$ cat src/rtl/useqPkg.sv
package useqPkg;
  localparam int UADDR_W = 6;
  localparam int UDEPTH  = 1 << UADDR_W;
  localparam int OP_W    = 2;
  localparam int CW_W    = 19;

  localparam int B_PCOUT   = 0;
  localparam int B_PCIN    = 1;
  localparam int B_MARIN   = 2;
  localparam int B_READ    = 3;
  localparam int B_WRITE   = 4;
  localparam int B_MDROUT  = 5;
  localparam int B_MDRMEM  = 6;
  localparam int B_IRIN    = 7;
  localparam int B_YIN     = 8;
  localparam int B_SEL4    = 9;
  localparam int B_ADD     = 10;
  localparam int B_ZIN     = 11;
  localparam int B_ZOUT    = 12;
  localparam int B_OFFOUT  = 13;
  localparam int B_WAIT    = 14;
  localparam int B_END     = 15;
  localparam int B_SRCOUT  = 16;
  localparam int B_DSTOUT  = 17;
  localparam int B_DSTIN   = 18;

  typedef enum logic [1:0] {
    SEQ_NEXT     = 2'd0,
    SEQ_DISPATCH = 2'd1,
    SEQ_BRANCH   = 2'd2
  } seqOp_e;

  typedef enum logic [1:0] {
    COND_NCLR = 2'd0,
    COND_NSET = 2'd1,
    COND_ZCLR = 2'd2,
    COND_ZSET = 2'd3
  } cond_e;

  typedef struct packed {
    logic [CW_W-1:0]    sig;
    seqOp_e             op;
    cond_e              cond;
    logic [UADDR_W-1:0] target;
  } microWord_t;

  // strobes from sequencing control to the address datapath (one-hot)
  typedef struct packed {
    logic hold;
    logic toFetch;
    logic toStart;
    logic toTarget;
    logic toNext;
  } seqStrobe_t;

  function automatic logic [CW_W-1:0] bitOf(input int b);
    return CW_W'(1) << b;
  endfunction

  function automatic logic [UADDR_W-1:0] startAddr(input logic [OP_W-1:0] op);
    case (op)
      2'd0:    return UADDR_W'(8);
      2'd1:    return UADDR_W'(25);
      2'd2:    return UADDR_W'(30);
      default: return UADDR_W'(40);
    endcase
  endfunction
endpackage

$ cat src/rtl/microStore.sv
module microStore
  import useqPkg::*;
#(
  parameter int ADDR_W = UADDR_W
) (
  input  logic [ADDR_W-1:0] addr,
  output microWord_t        word
);
  localparam int DEPTH = 1 << ADDR_W;

  function automatic microWord_t mk(input logic [CW_W-1:0] s, input seqOp_e o,
                                    input cond_e c, input int t);
    microWord_t w;
    w.sig    = s;
    w.op     = o;
    w.cond   = c;
    w.target = UADDR_W'(t);
    return w;
  endfunction

  always_comb begin
    // unused words: end only, back to fetch
    word = mk(bitOf(B_END), SEQ_NEXT, COND_NCLR, 0);
    if (int'(addr) < DEPTH) begin
      case (int'(addr))
        0:  word = mk(bitOf(B_PCOUT) | bitOf(B_MARIN) | bitOf(B_READ) | bitOf(B_SEL4)
                      | bitOf(B_ADD) | bitOf(B_ZIN), SEQ_NEXT, COND_NCLR, 0);
        1:  word = mk(bitOf(B_ZOUT) | bitOf(B_PCIN) | bitOf(B_YIN) | bitOf(B_MDRMEM)
                      | bitOf(B_WAIT), SEQ_NEXT, COND_NCLR, 0);
        2:  word = mk(bitOf(B_MDROUT) | bitOf(B_IRIN), SEQ_NEXT, COND_NCLR, 0);
        3:  word = mk('0, SEQ_DISPATCH, COND_NCLR, 0);
        // opcode 0: add memory operand to register
        8:  word = mk(bitOf(B_SRCOUT) | bitOf(B_MARIN) | bitOf(B_READ), SEQ_NEXT, COND_NCLR, 0);
        9:  word = mk(bitOf(B_DSTOUT) | bitOf(B_YIN) | bitOf(B_MDRMEM) | bitOf(B_WAIT),
                      SEQ_NEXT, COND_NCLR, 0);
        10: word = mk(bitOf(B_MDROUT) | bitOf(B_ADD) | bitOf(B_ZIN), SEQ_NEXT, COND_NCLR, 0);
        11: word = mk(bitOf(B_ZOUT) | bitOf(B_DSTIN) | bitOf(B_END), SEQ_NEXT, COND_NCLR, 0);
        // opcode 1: branch if negative
        25: word = mk('0, SEQ_BRANCH, COND_NCLR, 0);
        26: word = mk(bitOf(B_OFFOUT) | bitOf(B_ADD) | bitOf(B_ZIN), SEQ_NEXT, COND_NCLR, 0);
        27: word = mk(bitOf(B_ZOUT) | bitOf(B_PCIN) | bitOf(B_END), SEQ_NEXT, COND_NCLR, 0);
        // opcode 2: branch if zero
        30: word = mk('0, SEQ_BRANCH, COND_ZCLR, 0);
        31: word = mk(bitOf(B_OFFOUT) | bitOf(B_ADD) | bitOf(B_ZIN), SEQ_NEXT, COND_NCLR, 0);
        32: word = mk(bitOf(B_ZOUT) | bitOf(B_PCIN) | bitOf(B_END), SEQ_NEXT, COND_NCLR, 0);
        // opcode 3: move chosen by N
        40: word = mk('0, SEQ_BRANCH, COND_NSET, 44);
        41: word = mk(bitOf(B_OFFOUT) | bitOf(B_DSTIN) | bitOf(B_END), SEQ_NEXT, COND_NCLR, 0);
        44: word = mk(bitOf(B_SRCOUT) | bitOf(B_DSTIN) | bitOf(B_END), SEQ_NEXT, COND_NCLR, 0);
        default: ;
      endcase
    end
  end
endmodule

$ cat src/rtl/seqCtrl.sv
module seqCtrl
  import useqPkg::*;
(
  input  microWord_t word,
  input  logic       flagN,
  input  logic       flagZ,
  input  logic       memDone,
  output seqStrobe_t strobe
);
  logic condOk;

  always_comb begin
    case (word.cond)
      COND_NCLR: condOk = !flagN;
      COND_NSET: condOk = flagN;
      COND_ZCLR: condOk = !flagZ;
      default:   condOk = flagZ;
    endcase
  end

  always_comb begin
    strobe = '0;
    if (word.sig[B_WAIT] && !memDone) begin
      strobe.hold = 1'b1;
    end else if (word.sig[B_END]) begin
      strobe.toFetch = 1'b1;
    end else begin
      case (word.op)
        SEQ_DISPATCH: strobe.toStart = 1'b1;
        SEQ_BRANCH: begin
          if (condOk) strobe.toTarget = 1'b1;
          else        strobe.toNext   = 1'b1;
        end
        default: strobe.toNext = 1'b1;
      endcase
    end
  end
endmodule

$ cat src/rtl/seqPath.sv
module seqPath
  import useqPkg::*;
#(
  parameter int ADDR_W = UADDR_W
) (
  input  logic              clk,
  input  logic              rstN,
  input  seqStrobe_t        strobe,
  input  logic [OP_W-1:0]   irOp,
  input  logic [ADDR_W-1:0] target,
  output logic [ADDR_W-1:0] upc
);
  logic [ADDR_W-1:0] nextUpc;

  always_comb begin
    nextUpc = upc + ADDR_W'(1);
    if (strobe.hold)          nextUpc = upc;
    else if (strobe.toFetch)  nextUpc = '0;
    else if (strobe.toStart)  nextUpc = ADDR_W'(startAddr(irOp));
    else if (strobe.toTarget) nextUpc = target;
  end

  always_ff @(posedge clk) begin
    if (!rstN) upc <= '0;
    else       upc <= nextUpc;
  end

  AST_ONE_PATH: assert property (@(posedge clk) disable iff (!rstN)
    $onehot({strobe.hold, strobe.toFetch, strobe.toStart, strobe.toTarget, strobe.toNext}));
  AST_STALL_HOLD: assert property (@(posedge clk) disable iff (!rstN)
    strobe.hold |=> $stable(upc));
  AST_STEP_ONE: assert property (@(posedge clk) disable iff (!rstN)
    strobe.toNext |=> upc == $past(upc) + ADDR_W'(1));
  AST_END_FETCH: assert property (@(posedge clk) disable iff (!rstN)
    strobe.toFetch |=> upc == '0);
  AST_DISPATCH_START: assert property (@(posedge clk) disable iff (!rstN)
    strobe.toStart |=> upc == ADDR_W'(startAddr($past(irOp))));
  AST_BRANCH_TARGET: assert property (@(posedge clk) disable iff (!rstN)
    strobe.toTarget |=> upc == $past(target));
endmodule

$ cat src/rtl/microSeqUnit.sv
module microSeqUnit
  import useqPkg::*;
(
  input  logic                clk,
  input  logic                rstN,
  input  logic [OP_W-1:0]     irOp,
  input  logic                flagN,
  input  logic                flagZ,
  input  logic                memDone,
  output logic [CW_W-1:0]     ctrlWord,
  output logic [UADDR_W-1:0]  upcOut
);
  microWord_t word;
  seqStrobe_t strobe;
  logic [UADDR_W-1:0] upc;

  microStore #(.ADDR_W(UADDR_W)) uStore (.addr(upc), .word(word));

  seqCtrl uCtrl (.word(word), .flagN(flagN), .flagZ(flagZ), .memDone(memDone), .strobe(strobe));

  seqPath #(.ADDR_W(UADDR_W)) uPath (
    .clk(clk), .rstN(rstN), .strobe(strobe), .irOp(irOp), .target(word.target), .upc(upc)
  );

  assign ctrlWord = word.sig;
  assign upcOut   = upc;

  AST_RESET_FETCH: assert property (@(posedge clk) !rstN |=> upcOut == '0);
endmodule

$ cat config.mk
export PLATFORM = sky130hd
export DESIGN_NAME = microSeqUnit
export DESIGN_NICKNAME = d
export VERILOG_FILES = /design/src/rtl/useqPkg.sv /design/src/rtl/microStore.sv /design/src/rtl/seqCtrl.sv /design/src/rtl/seqPath.sv /design/src/rtl/microSeqUnit.sv
export SDC_FILE = /design/constraint.sdc
export NUM_CORES = 1
export LEC_CHECK = 0
export BUFFER_PORTS_ARGS = -buffer_cell sky130_fd_sc_hd__buf_2
export CAP_MARGIN = 30
export CORE_MARGIN = 2
export CORE_UTILIZATION = 50
export DETAILED_ROUTE_END_ITERATION = 8
export MAX_ROUTING_LAYER = met4
export PLACE_DENSITY_LB_ADDON = 0.05
export SYNTH_ARGS = -nofsm -noshare
export SYNTH_HDL_FRONTEND = slang
export SYNTH_SLANG_ARGS = --single-unit
$ cat constraint.sdc
create_clock -name clk -period 5 [get_ports clk]
set_input_delay 1 -clock clk [delete_from_list [all_inputs] [get_ports clk]]
set_output_delay 1 -clock clk [all_outputs]
set_load 0.02 [all_outputs]
=== After elaboration in Yosys (flattened, before gate mapping) ===
Cells that the tools add are included.

* Register bits: 6
* Input bits: 7
* Output and inout bits: 25
* Word-level logic and storage cells: 48

* $add $sub $neg: 1
* Equal/unequal tests: 22
* Multiplexer cells: 15
* Reductions and logical operators: 9

{| class="wikitable"
|+ Operators by type and width
! cell !! count
|-
| case mux 29 bit (15 select lines) || 1
|-
| == test 6 x 5 -> 1 bit, second input constant || 5
|-
| == test 6 x 4 -> 1 bit, second input constant || 4
|-
| == test 6 bit, second input constant || 4
|-
| two-way mux 6 bit || 3
|-
| case mux 6 bit (3 select lines) || 1
|-
| == test 6 x 2 -> 1 bit, second input constant || 2
|-
| adder 6 x 1 -> 6 bit, second input constant || 1
|-
| == test 2 x 1 -> 1 bit, second input constant || 3
|-
| == test 2 bit, second input constant || 3
|-
| == test 6 x 1 -> 1 bit, second input constant || 1
|-
| zero test 6 bit || 1
|-
| two-way mux 1 bit || 6
|-
| zero test 2 bit || 2
|-
| two-way mux 4 bit || 1
|-
| OR reduction 2 bit || 2
|-
| zero test 1 bit || 3
|-
| two-way mux 3 bit || 1
|-
| case mux 1 bit (3 select lines) || 1
|-
| case mux 1 bit (2 select lines) || 1
|-
| logical AND 1 bit || 1
|}

=== Logic depth before layout (Yosys ltp) ===
Gate-level depths: netlist (run 1).

* Word-level depth: 12
* Mapped depth: 7

=== Modules after synthesis ===
From an unflattened synthesis (run 1), not the netlist that was laid out.

* Cell total of the unflattened synthesis: 143
* Area total of the unflattened synthesis: 1099.8 um^2

{| class="wikitable"
|+ By module, submodules not included
! module !! times used !! cells each !! area each (um^2) !! sequential area each (um^2)
|-
| microStore || 1 || 73 || 530.5 || 0.0
|-
| seqPath || 1 || 59 || 494.2 || 120.1
|-
| seqCtrl || 1 || 11 || 75.1 || 0.0
|}

=== Worst setup path after synthesis (run 1) ===
No wires, ideal clock.

* Path type: register to output
* Start: reg uPath.upc[0]
* End: out ctrlWord[15]
* Arrival: 1.999 ns
* Data required time: 4.000 ns
* Slack: 2.001 ns
* Cell stages (with the launch flop): 7
* Path buffers: 0
* Path through: dfxtp_1 > inv_1 > ha_1 > a211oi_1 > o32ai_1 > a2111o_1 > o211ai_1

* Cells in the longest elaborated chain, start to end: 3
* Elaborated cells between the ends (all ways): 20
* Classes of those cells: 16 x eq/ne; 1 x mux; 3 x reduce/logical

{| class="wikitable"
|+ Ends and longest elaborated chain
! item !! RTL line !! text
|-
| start, declared || seqPath.sv:11 || <nowiki>output logic [ADDR_W-1:0] upc</nowiki>
|-
| start signal, assigned || seqPath.sv:25 || <nowiki>else upc <= nextUpc;</nowiki>
|-
| == test 6 x 5 -> 1 bit / == test 6 bit (equally long branches) || microStore.sv:25 || <nowiki>case (int'(addr))</nowiki>
|-
| OR reduction 2 bit (no line) || -- ||
|-
| case mux 29 bit (15 select lines) * || microStore.sv:25 ||
|-
| end, declared || microSeqUnit.sv:10 || <nowiki>output logic [CW_W-1:0] ctrlWord,</nowiki>
|}

Mark *: on every way between the ends. The rest lies on a longest branch, timed or not.

=== Worst setup path in the final report (run 1) ===
Ends and elaborated chain as after synthesis.

==> results.yml, run 1 <==
cells_and_area:
  largest_register_ffs: 6
  fill_cells: 173
  regArea_sq_um: 120
  largest_registers: "uPath.upc: 6 flops"
  multi_input_area_sq_um: 637
  final_cell_mix: "30 x buf_2, 8 x inv_1, 7 x ha_1"
  antenna_cells: 0
  final_common_cell: "buf_2"
  nNetsFinal: 147
  regMostFlops: "uPath.upc"
  drive_gt1_share_pct: 31.3
  area_delta_synth_final_pct: 13.3
  finalInstanceArea_sq_um: 981
clock_network:
  htree_levels: 1
  cts_buffers: 3
  path_clk_slew_ns: 0.04
  cts_tree: "done"
  cts_buffer_depth: 2
  clk_latency_ns: 0.25
  cts.sinks: 6
  ctsHoldBuffers: 0
  cts_resized: 0
  post_cts_buffers: 0
  ctsRootBufferMaster: "clkbuf_4"
critical_path:
  crit_type: "reg2out"
  cp_max_fo: 8
  end_kind: "output port"
  regToRegStartpoint: "uPath.upc[0]"
  rr_worst_depth: 7
  worst-endpoint-required_ns: 4.00
  cp-start-kind: "register"
  crit_arrival_ns: 2.22
  r2r_slack_ns: 2.80
  r2r-end: "uPath.upc[1]"
global_routing:
  grt_max_degree: 20
  grt_first_pass_wirelength_um: 3440
  groute.usage.overall_pct: 23.3
  first_global_vias: 770
  grt_overflow: 0
  antenna_found_initial: 0
timing:
  fin_crit_ns: 3.22
  setup_ws_ns: 1.78
  setup_viol: 0
  finalSetupTns_ns: 0
  fmax_mhz: 310
  post-route-period-util_pct: 64.5
  slew_violations: 0
  max_slew_margin_pct: 51.4
  worst_slew_pin_slew_ns: 0.729
  hold_viol_final: 0
  rsz0062_at_grt: "false"
  fin_skew_ns: 0.00689
floorplan:
  die_width_um: 45.6
  core_area_sq_um: 1670
  initial_core_util_pct: 51.8
  die_h_um: 45.6
  num_rows: 15
  dieArea_sq_um: 2080
  io_pins: 32
drt:
  route.detailed.drc: 0
  drt-initial-drc-count: 18
  ant_nets: 0
  viasPerCell: 5.99
  dr_total_vias: 886
  drt_first_pass_iters: 4
  wl_per_cell_um: 14.3
  routed_wl_um: 2120
worst_hold_path:
  hp-start: "uPath.upc[1]"
  holdPathEnd: "uPath.upc[1]"
  worst_hold_path.num_cells: 2
  hp-class: "reg2reg"
power:
  max-vdd-ir-drop_uv: 467
  power_density_nw_per_um2: 543
  total_power_uw: 533
  power.leakage_nw: 0.463
synthesis:
  async_reset_ff_share_pct: 0
  synth_area_leader_cell: "dfxtp_1"
  synthFlopType: "dfxtp_1"
  yosys_register_bits: 6
  syn-mean-instance-area_sq_um: 7.87
  syn-num-nets: 124
  yosysTopAreaCellShare_pct: 13.9
  synthTopCellsByArea: "dfxtp_1 14%, ha_1 10%, buf_4 5.2%"
  ys_types: 50
  syn_area_sq_um: 866
  postSynthCellCount: 110
  ys_seq_area_share_pct: 13.9
  synth-edff-count: 0
  synth_warnings: 0
placed_design:
  dp.final_hpwl_um: 1630
  postPlaceCellArea_sq_um: 958
  place.gp.congestion: 0.891
  place_ws_ns: 2.03
  port_buffers: 30
status:
  status: "finished, final reports clean"
job:
  drv_cap: 0
-- Yosys cell counts (2+ instances only) --
library cell  count
xor2_1            3
o22a_1            2
nand2_1           6
or3_1             2
o21ai_1           2
xnor2_1           2
buf_2             3
nand3b_1          6
o32ai_1           2
nor2_1            5
buf_4             6
dfxtp_1           6
mux2i_1           3
inv_1             8
o22ai_1           2
ha_1              7
or3b_1            2
o21ai_0           2
nor3b_1           2
nor3_1            5
nand3_1           2
or2_1             2
and2_1            3
-- cell families (layout without fill, tap and decap cells) --
kind of cell | Yosys count | after routing | synth area share, %
other cells | 1 | 1 | 0.433
compound gates | 24 | 24 | 22.4
flops | 6 | 6 | 13.9
buf+inv | 20 | 41 | 12.6
simple gates | 44 | 44 | 32.1
xor+xnor | 5 | 5 | 5.06
mux | 3 | 3 | 3.47
fa+ha+maj | 7 | 7 | 10.1
-- where the power goes --
group	switching [mW]	total, mW	internal, mW
clock network	0.0183	0.0455	0.0272
logic	0.253	0.404	0.150
registers	0.0251	0.0837	0.0586
-- per-stage QoR --
stage	std cells	hold slack [ns]	utilization, %
global placement	145	0.513	57.4
global route	148	0.561	58.7
finish	148	0.527	58.7
CTS	148	0.532	58.7
detailed placement	145	0.527	57.4
floorplan	110	0.567	-
-- worst max path at each step --
| stage | start | to | slack (ns) | depth (start not counted) |
|---|---|---|---|---|
| 4_1_cts | uPath.upc[0] | ctrlWord[15] | 1.76 | 7 |
| 3_5_place_dp | uPath.upc[0] | ctrlWord[15] | 2.03 | 7 |
| 2_1_floorplan | uPath.upc[0] | ctrlWord[15] | 2.00 | 6 |
| 3_3_place_gp | uPath.upc[0] | ctrlWord[15] | 2.10 | 7 |
| 6_report | uPath.upc[0] | ctrlWord[15] | 1.78 | 7 |
| 5_1_grt | uPath.upc[0] | ctrlWord[15] | 1.62 | 7 |
-- final cells by class --
| cell class | instances | share of cell area, % |
|---|---|---|
| Multi-Input combinational cell | 84 | 64.9 |
| Timing Repair Buffer | 30 | 15.3 |
| Sequential cell | 6 | 12.2 |
| Inverter | 8 | 3.06 |
| Clock buffer | 3 | 2.30 |
| Tap cell | 17 | 2.17 |
-- critical path, stage by stage (launching register included) --
cell and delay (ns):
dfxtp_1 0.42, inv_1 0.10, ha_1 0.30, a211oi_1 0.24, o32ai_1 0.12, a2111o_1 0.45
o211ai_1 0.16, buf_2 0.19
-- layer usage --
| layer | GRT usage, % | vias to the layer above | routed length, um |
|---|---|---|---|
| met5 | - | - | 0 |
| met4 | 5.29 | 0 | 17 |
| met3 | 4.76 | 2 | 99 |
| met2 | 38.0 | 26 | 1100 |
| met1 | 29.2 | 421 | 904 |
| li1 | - | 437 | - |
(Power assumes the default switching activity.)
==> run 2, diff against run 1 <==
Settings changed: ABC_AREA set to 1.
Clock period 5 ns to 3.1 ns, I/O delays scaled along.
==> run 2 against run 1 <==
  * Routed wire length is 1.0% higher
  * Critical path depth is 3 higher
  * Die area is 8.1% higher
  * Sequential share of layout area is 1.2 points lower
  * First-iteration DRC count is 61% higher
  * Non-clock buffer count stayed put
  * Clock power is 56% higher
  * Worst hold slack better by 0.0044 ns
  * Total power is 81% higher
  * Largest cell class unchanged
  * Largest power group unchanged
==> results.yml, run 2 <==
status:
  status: "finished, final reports clean"
drt:
  drt_first_pass_iters: 4
  routed_wl_um: 2140
  ant_nets: 0
  drt-initial-drc-count: 29
  dr_total_vias: 1001
  viasPerCell: 4.84
  wl_per_cell_um: 10.3
  route.detailed.drc: 0
floorplan:
  dieArea_sq_um: 2250
  core_area_sq_um: 1750
  io_pins: 32
  initial_core_util_pct: 54.1
  die_width_um: 47.4
  die_h_um: 47.4
  num_rows: 15
synthesis:
  synth_most_common_cell: "nand2_1"
  synthTopCellsByArea: "nand2_1 13%, dfxtp_1 13%, ha_1 9.3%"
  synthFlopType: "dfxtp_1"
  synth_warnings: 0
  ys_seq_area_share_pct: 12.7
  async_reset_ff_share_pct: 0
  postSynthCellCount: 157
  syn-mean-instance-area_sq_um: 6.01
  synth-edff-count: 0
  syn-num-nets: 171
  ys_top_cells_by_count: "33 x nand2_1, 22 x inv_1, 18 x nor2_1"
  syn_area_sq_um: 943
  yosysTopAreaCellShare_pct: 13.1
  synth_area_leader_cell: "nand2_1"
  ys_types: 27
  yosys_register_bits: 6
cells_and_area:
  regMostFlops: "uPath.upc"
  largest_register_ffs: 6
  largest_registers: "uPath.upc: 6 flops"
  drive_gt1_share_pct: 31.3
  final_common_cell: "nand2_1"
  final_cell_mix: "33 x nand2_1, 30 x buf_2, 22 x inv_1"
  nNetsFinal: 198
  final_cells: 207
  final_util_pct: 62.1
  antenna_cells: 0
  area_delta_synth_final_pct: 14.9
clock_network:
  cts.sinks: 6
  htree_levels: 1
  cts_resized: 0
  cts_buffers: 3
  ctsHoldBuffers: 0
  cts_buffer_depth: 2
  path_clk_slew_ns: 0.05
  ctsRootBufferMaster: "clkbuf_4"
  clk_latency_ns: 0.25
  post_cts_buffers: 0
  cts_tree: "done"
power:
  swShare_pct: 60.0
  seqPwrFrac_pct: 13.2
  total_power_uw: 966
  p_sw_uw: 579
  intPower_uw: 387
  power.leakage_nw: 0.641
  power_density_nw_per_um2: 891
  pwr-share-comb_pct: 79.4
  max-vdd-ir-drop_uv: 678
  pwr-share-clk_pct: 7.3
global_routing:
  grt_first_pass_wirelength_um: 3540
  first_global_vias: 881
  antenna_found_initial: 0
  grt_overflow: 0
  grt_max_degree: 12
  groute.usage.overall_pct: 22.7
critical_path:
  regToRegStartpoint: "uPath.upc[0]"
  slowest_delay_ns: 0.41
  cp-startpoint: "uPath.upc[0]"
  cp-start-kind: "register"
  end_kind: "output port"
  crit_arrival_ns: 1.87
  critical_path.most_common_cell: "nand2_1"
  worst-endpoint-required_ns: 2.48
  slowest_stage: "dfxtp_1"
  crit_type: "reg2out"
  cp_max_fo: 6
  path_cells: "inv_1, ha_1, nand3_2, inv_1, nand2_1, nand2_1, nor2_1, nand2_1, nand2_1, buf_2"
placed_design:
  place_ws_ns: 0.897
  port_buffers: 30
  dp.final_hpwl_um: 1850
  dp.cells: 204
  place.gp.congestion: 0.976
job:
  drv_cap: 0
timing:
  setup_ws_ns: 0.613
  fmax_mhz: 402
  slew_violations: 0
  finalSetupTns_ns: 0
  setup_viol: 0
  fin_crit_ns: 2.49
  fin_skew_ns: 0.0127
  rsz0062_at_grt: "false"
  post-route-period-util_pct: 80.2
  hold_viol_final: 0
worst_hold_path:
  hp-class: "reg2reg"
  hp-start: "uPath.upc[1]"
-- run 2: cell count changes after synthesis, sizes merged, moves of 5 or more --
cell,change
nand3b,-5
nand3,+17
inv,+19
nor2,+19
nand2,+35
-- run 2: area by class of cell --
| cell class | instances | area (sq um) |
|---|---|---|
| Clock buffer | 3 | 22.5 |
| Fill cell | 180 | 662 |
| Sequential cell | 6 | 120 |
| Timing Repair Buffer | 30 | 150 |
| Inverter | 28 | 108 |
| Tap cell | 25 | 31.3 |
| Multi-Input combinational cell | 115 | 652 |
-- run 2: cells by family (layout without fill, tap and decap cells) --
| group | after synthesis | count (layout) | synth area share (%) |
|---|---|---|---|
| adder cells (fa/ha/maj) | 7 | 7 | 9.28 |
| XOR/XNOR | 3 | 3 | 2.79 |
| other | 1 | 1 | 0.397 |
| flip-flops | 6 | 6 | 12.7 |
| buffers and inverters | 36 | 61 | 18.2 |
| AND/OR/NAND/NOR | 94 | 94 | 50.4 |
| AO/OA/AOI/OAI | 10 | 10 | 6.23 |
-- run 2: power by group through the flow --
| stage | Combinational [mW] | Sequential (mW) | Clock, mW |
|---|---|---|---|
| floorplan | 0.613 | 0.140 | 0 |
| global placement | 0.765 | 0.127 | 0 |
| detailed placement | 0.769 | 0.129 | 0 |
| CTS | 0.772 | 0.128 | 0.0731 |
| global route | 0.858 | 0.132 | 0.0787 |
| finish | 0.767 | 0.128 | 0.0709 |
-- run 2: worst paths after layout --
check	endpoint	slack (ns)	depth (start not counted)
max	ctrlWord[15]	0.61	10
min	uPath.upc[1]	0.53	2
max reg2reg	uPath.upc[3]	1.15	11
min reg2reg	uPath.upc[1]	0.53	2
-- run 2: worst max-delay path: cells and delay by family, from the launching register on --
kind | cells | cell delay, ns
AND/OR/NAND/NOR | 6 | 0.63
buffers and inverters | 3 | 0.31
adder cells (fa/ha/maj) | 1 | 0.27
flip-flops | 1 | 0.41
-- run 2: through the flow --
stage	hold WS [ns]	instance area [sq um]
global placement	0.521	1060
detailed placement	0.528	1060
finish	0.532	1080
CTS	0.536	1080
floorplan	0.591	943
global route	0.563	1080
-- run 2: routing by layer --
metal	up-vias	global-route usage, %	part of all wire [%]
met5	-	-	0
met4	0	11.1	1.7
met3	6	1.51	5.2
met2	30	40.0	52
met1	435	25.7	41
li1	530	-	-
==> run 3, diff against run 2 <==
Settings changed: ABC_AREA 1 to 0, CORE_UTILIZATION 50 to 44.
Clock period 3.1 ns to 2 ns, I/O delays scaled along.
==> run 3 against run 2 <==
  * The flow now finishes with violations (negative setup slack)
  * Combinational power is 110% higher
  * Flip-flop and latch count stayed put
  * First-iteration DRC count is 59% lower
  * Routed wire length is 25% higher
  * Non-clock buffer count is 28 higher
  * Utilization is 12 points higher
  * Via count is 1.0% lower
  * Global-route usage is 1.3 points higher
  * Final area is 29% higher
  * Critical path type unchanged
  * Largest cell class unchanged
==> results.yml, run 3 (same netlist as run 1, synthesis figures left out) <==
floorplan:
  die_h_um: 48.4
  dieArea_sq_um: 2340
  die_width_um: 48.4
  core_area_sq_um: 1900
  num_rows: 16
  io_pins: 32
  initial_core_util_pct: 45.5
power:
  max-vdd-ir-drop_uv: 1040
  p_sw_uw: 926
  seqPwrFrac_pct: 11.1
  intPower_mw: 1.01
  power.leakage_nw: 0.651
  pwr-share-clk_pct: 6.2
  swShare_pct: 47.9
  power_density_nw_per_um2: 1380
  pwr-share-comb_pct: 82.7
cells_and_area:
  regMostFlops: "uPath.upc"
  nNetsFinal: 175
  final_cell_mix: "29 x buf_4, 22 x buf_2, 7 x buf_6"
  fill_cells: 149
  regArea_sq_um: 138
  multi_input_area_sq_um: 761
  final_common_cell: "buf_4"
  antenna_cells: 0
  largest_register_ffs: 6
  largest_registers: "uPath.upc: 6 flops"
  area_delta_synth_final_pct: 62.0
  drive_gt1_share_pct: 57.5
clock_network:
  ctsRootBufferMaster: "clkbuf_4"
  cts.sinks: 6
  htree_levels: 1
  cts_tree: "done"
  path_clk_slew_ns: 0.05
  cts_buffer_depth: 2
  clk_latency_ns: 0.25
  cts_buffers: 3
drt:
  met2WireLength_um: 1450
  route.detailed.drc: 0
  dr_total_vias: 991
  drt_first_pass_iters: 4
  wl_met1_um: 1070
  drt-initial-drc-count: 12
  routed_wl_um: 2680
  dr_wl_met3_um: 85
  ant_nets: 0
  wl_per_cell_um: 14.4
  maxUsedRoutingLayer: "met4"
  viasPerCell: 5.30
global_routing:
  groute.usage.overall_pct: 24.0
  grt_first_pass_wirelength_um: 4310
  grt_max_degree: 14
  first_global_vias: 981
  antenna_found_initial: 0
  grt_overflow: 0
timing:
  finalSetupTns_ns: -1.30
  hold_viol_final: 0
  setup_viol: 13
  post-route-period-util_pct: 119
  fin_crit_ns: 2.37
  slew_violations: 0
  rsz0062_at_grt: "true"
  setup_ws_ns: -0.374
  fin_skew_ns: 0.00687
  fmax_mhz: 421
placed_design:
  place.gp.congestion: 0.912
  place_ws_ns: -0.200
  port_buffers: 30
  dp.final_hpwl_um: 1990
critical_path:
  end_kind: "output port"
  path_cells: "inv_4, ha_4, buf_6, mux2i_1, nor2_1, a2111o_1, o211ai_1, buf_4"
  crit_arrival_ns: 1.97
  cp_max_fo: 4
  rr_worst_depth: 8
  cp_num_cells: 8
  timing.critical_path.max_delay_family: "compound AO/OA/AOI/OAI gates"
  cp_num_buf_inv: 3
  crit_type: "reg2out"
  worst-endpoint-required_ns: 1.60
  slowest_stage: "a2111o_1"
  slowest_delay_ns: 0.42
  cp-start-kind: "register"
status:
  status: "complete, but fails checks"
  violations: "negative setup slack"
worst_hold_path:
  worst_hold_path.num_cells: 3
  hp-class: "in2reg"
job:
  drv_cap: 0
==> run 3: cell count changes in the layout (fill, tap and decap cells not counted), moves of 6 or more <==
cell,previous run,this run
buf_4,0,29
nand2_2,7,0
dfxtp_1,6,0
buf_2,30,22
nand2_1,33,6
buf_6,0,7
nor2_1,18,5
inv_1,22,5
nand3_1,15,2
==> run 3: per-stage QoR <==
stage / hold WS [ns] / instances / power (mW) / util (%) / cell area (sq um)
after detailed placement: 0.584 / 177 / 1.47 / 62.1 / 1180
after global routing: 0.505 / 187 / 2.04 / 73.8 / 1400
after floorplan: 0.502 / 110 / 1.11 / - / 912
after global placement: 0.574 / 177 / 1.45 / 62.1 / 1180
final: 0.498 / 187 / 1.94 / 73.8 / 1400
after CTS: 0.479 / 186 / 1.87 / 70.9 / 1350
==> run 3: power groups by stage <==
stage	clock (mW)	combinational (mW)	sequential (mW)
after floorplan	0	0.890	0.222
after global placement	0	1.26	0.193
after detailed placement	0	1.28	0.195
after CTS	0.123	1.53	0.214
after global routing	0.132	1.69	0.219
final	0.120	1.60	0.214
==> run 3: metal layers <==
layer	track usage, %	vias to the layer above
li1	-	493
met1	27.4	459
met2	41.4	29
met3	2.47	10
met4	12.9	0
met5	-	-
==> run 3: final cells by class <==
cell class	count	share of cell area, %
Clock buffer	4	1.87
Inverter	8	2.68
Sequential cell	6	9.81
Tap cell	27	2.41
Multi-Input combinational cell	84	54.2
Timing Repair Buffer	58	29.0
==> run 3: final timing paths <==
| check | startpoint | end | slack [ns] |
|---|---|---|---|
| worst max-delay path | uPath.upc[0] | ctrlWord[15] | -0.37 |
| worst min-delay path | rstN | uPath.upc[3] | 0.50 |
| worst max register to register | uPath.upc[1] | uPath.upc[3] | -0.11 |
| worst min register to register | uPath.upc[1] | uPath.upc[1] | 0.64 |
==> run 3: worst register-to-register path: stages, from the launching register on <==
cell	delay, ns
dfxtp_4	0.36
inv_4	0.08
ha_4	0.15
or4b_4	0.50
buf_6	0.16
or2_4	0.24
and3_4	0.21
a22o_1	0.22
a22oi_2	0.11
==> run 3: what timing repair did <==
item,4_1_cts,5_1_grt
pin swaps,13,3
gates resized for setup,29,12
setup endpoints to repair,19,19
hold buffers,0,0
setup buffers,6,1
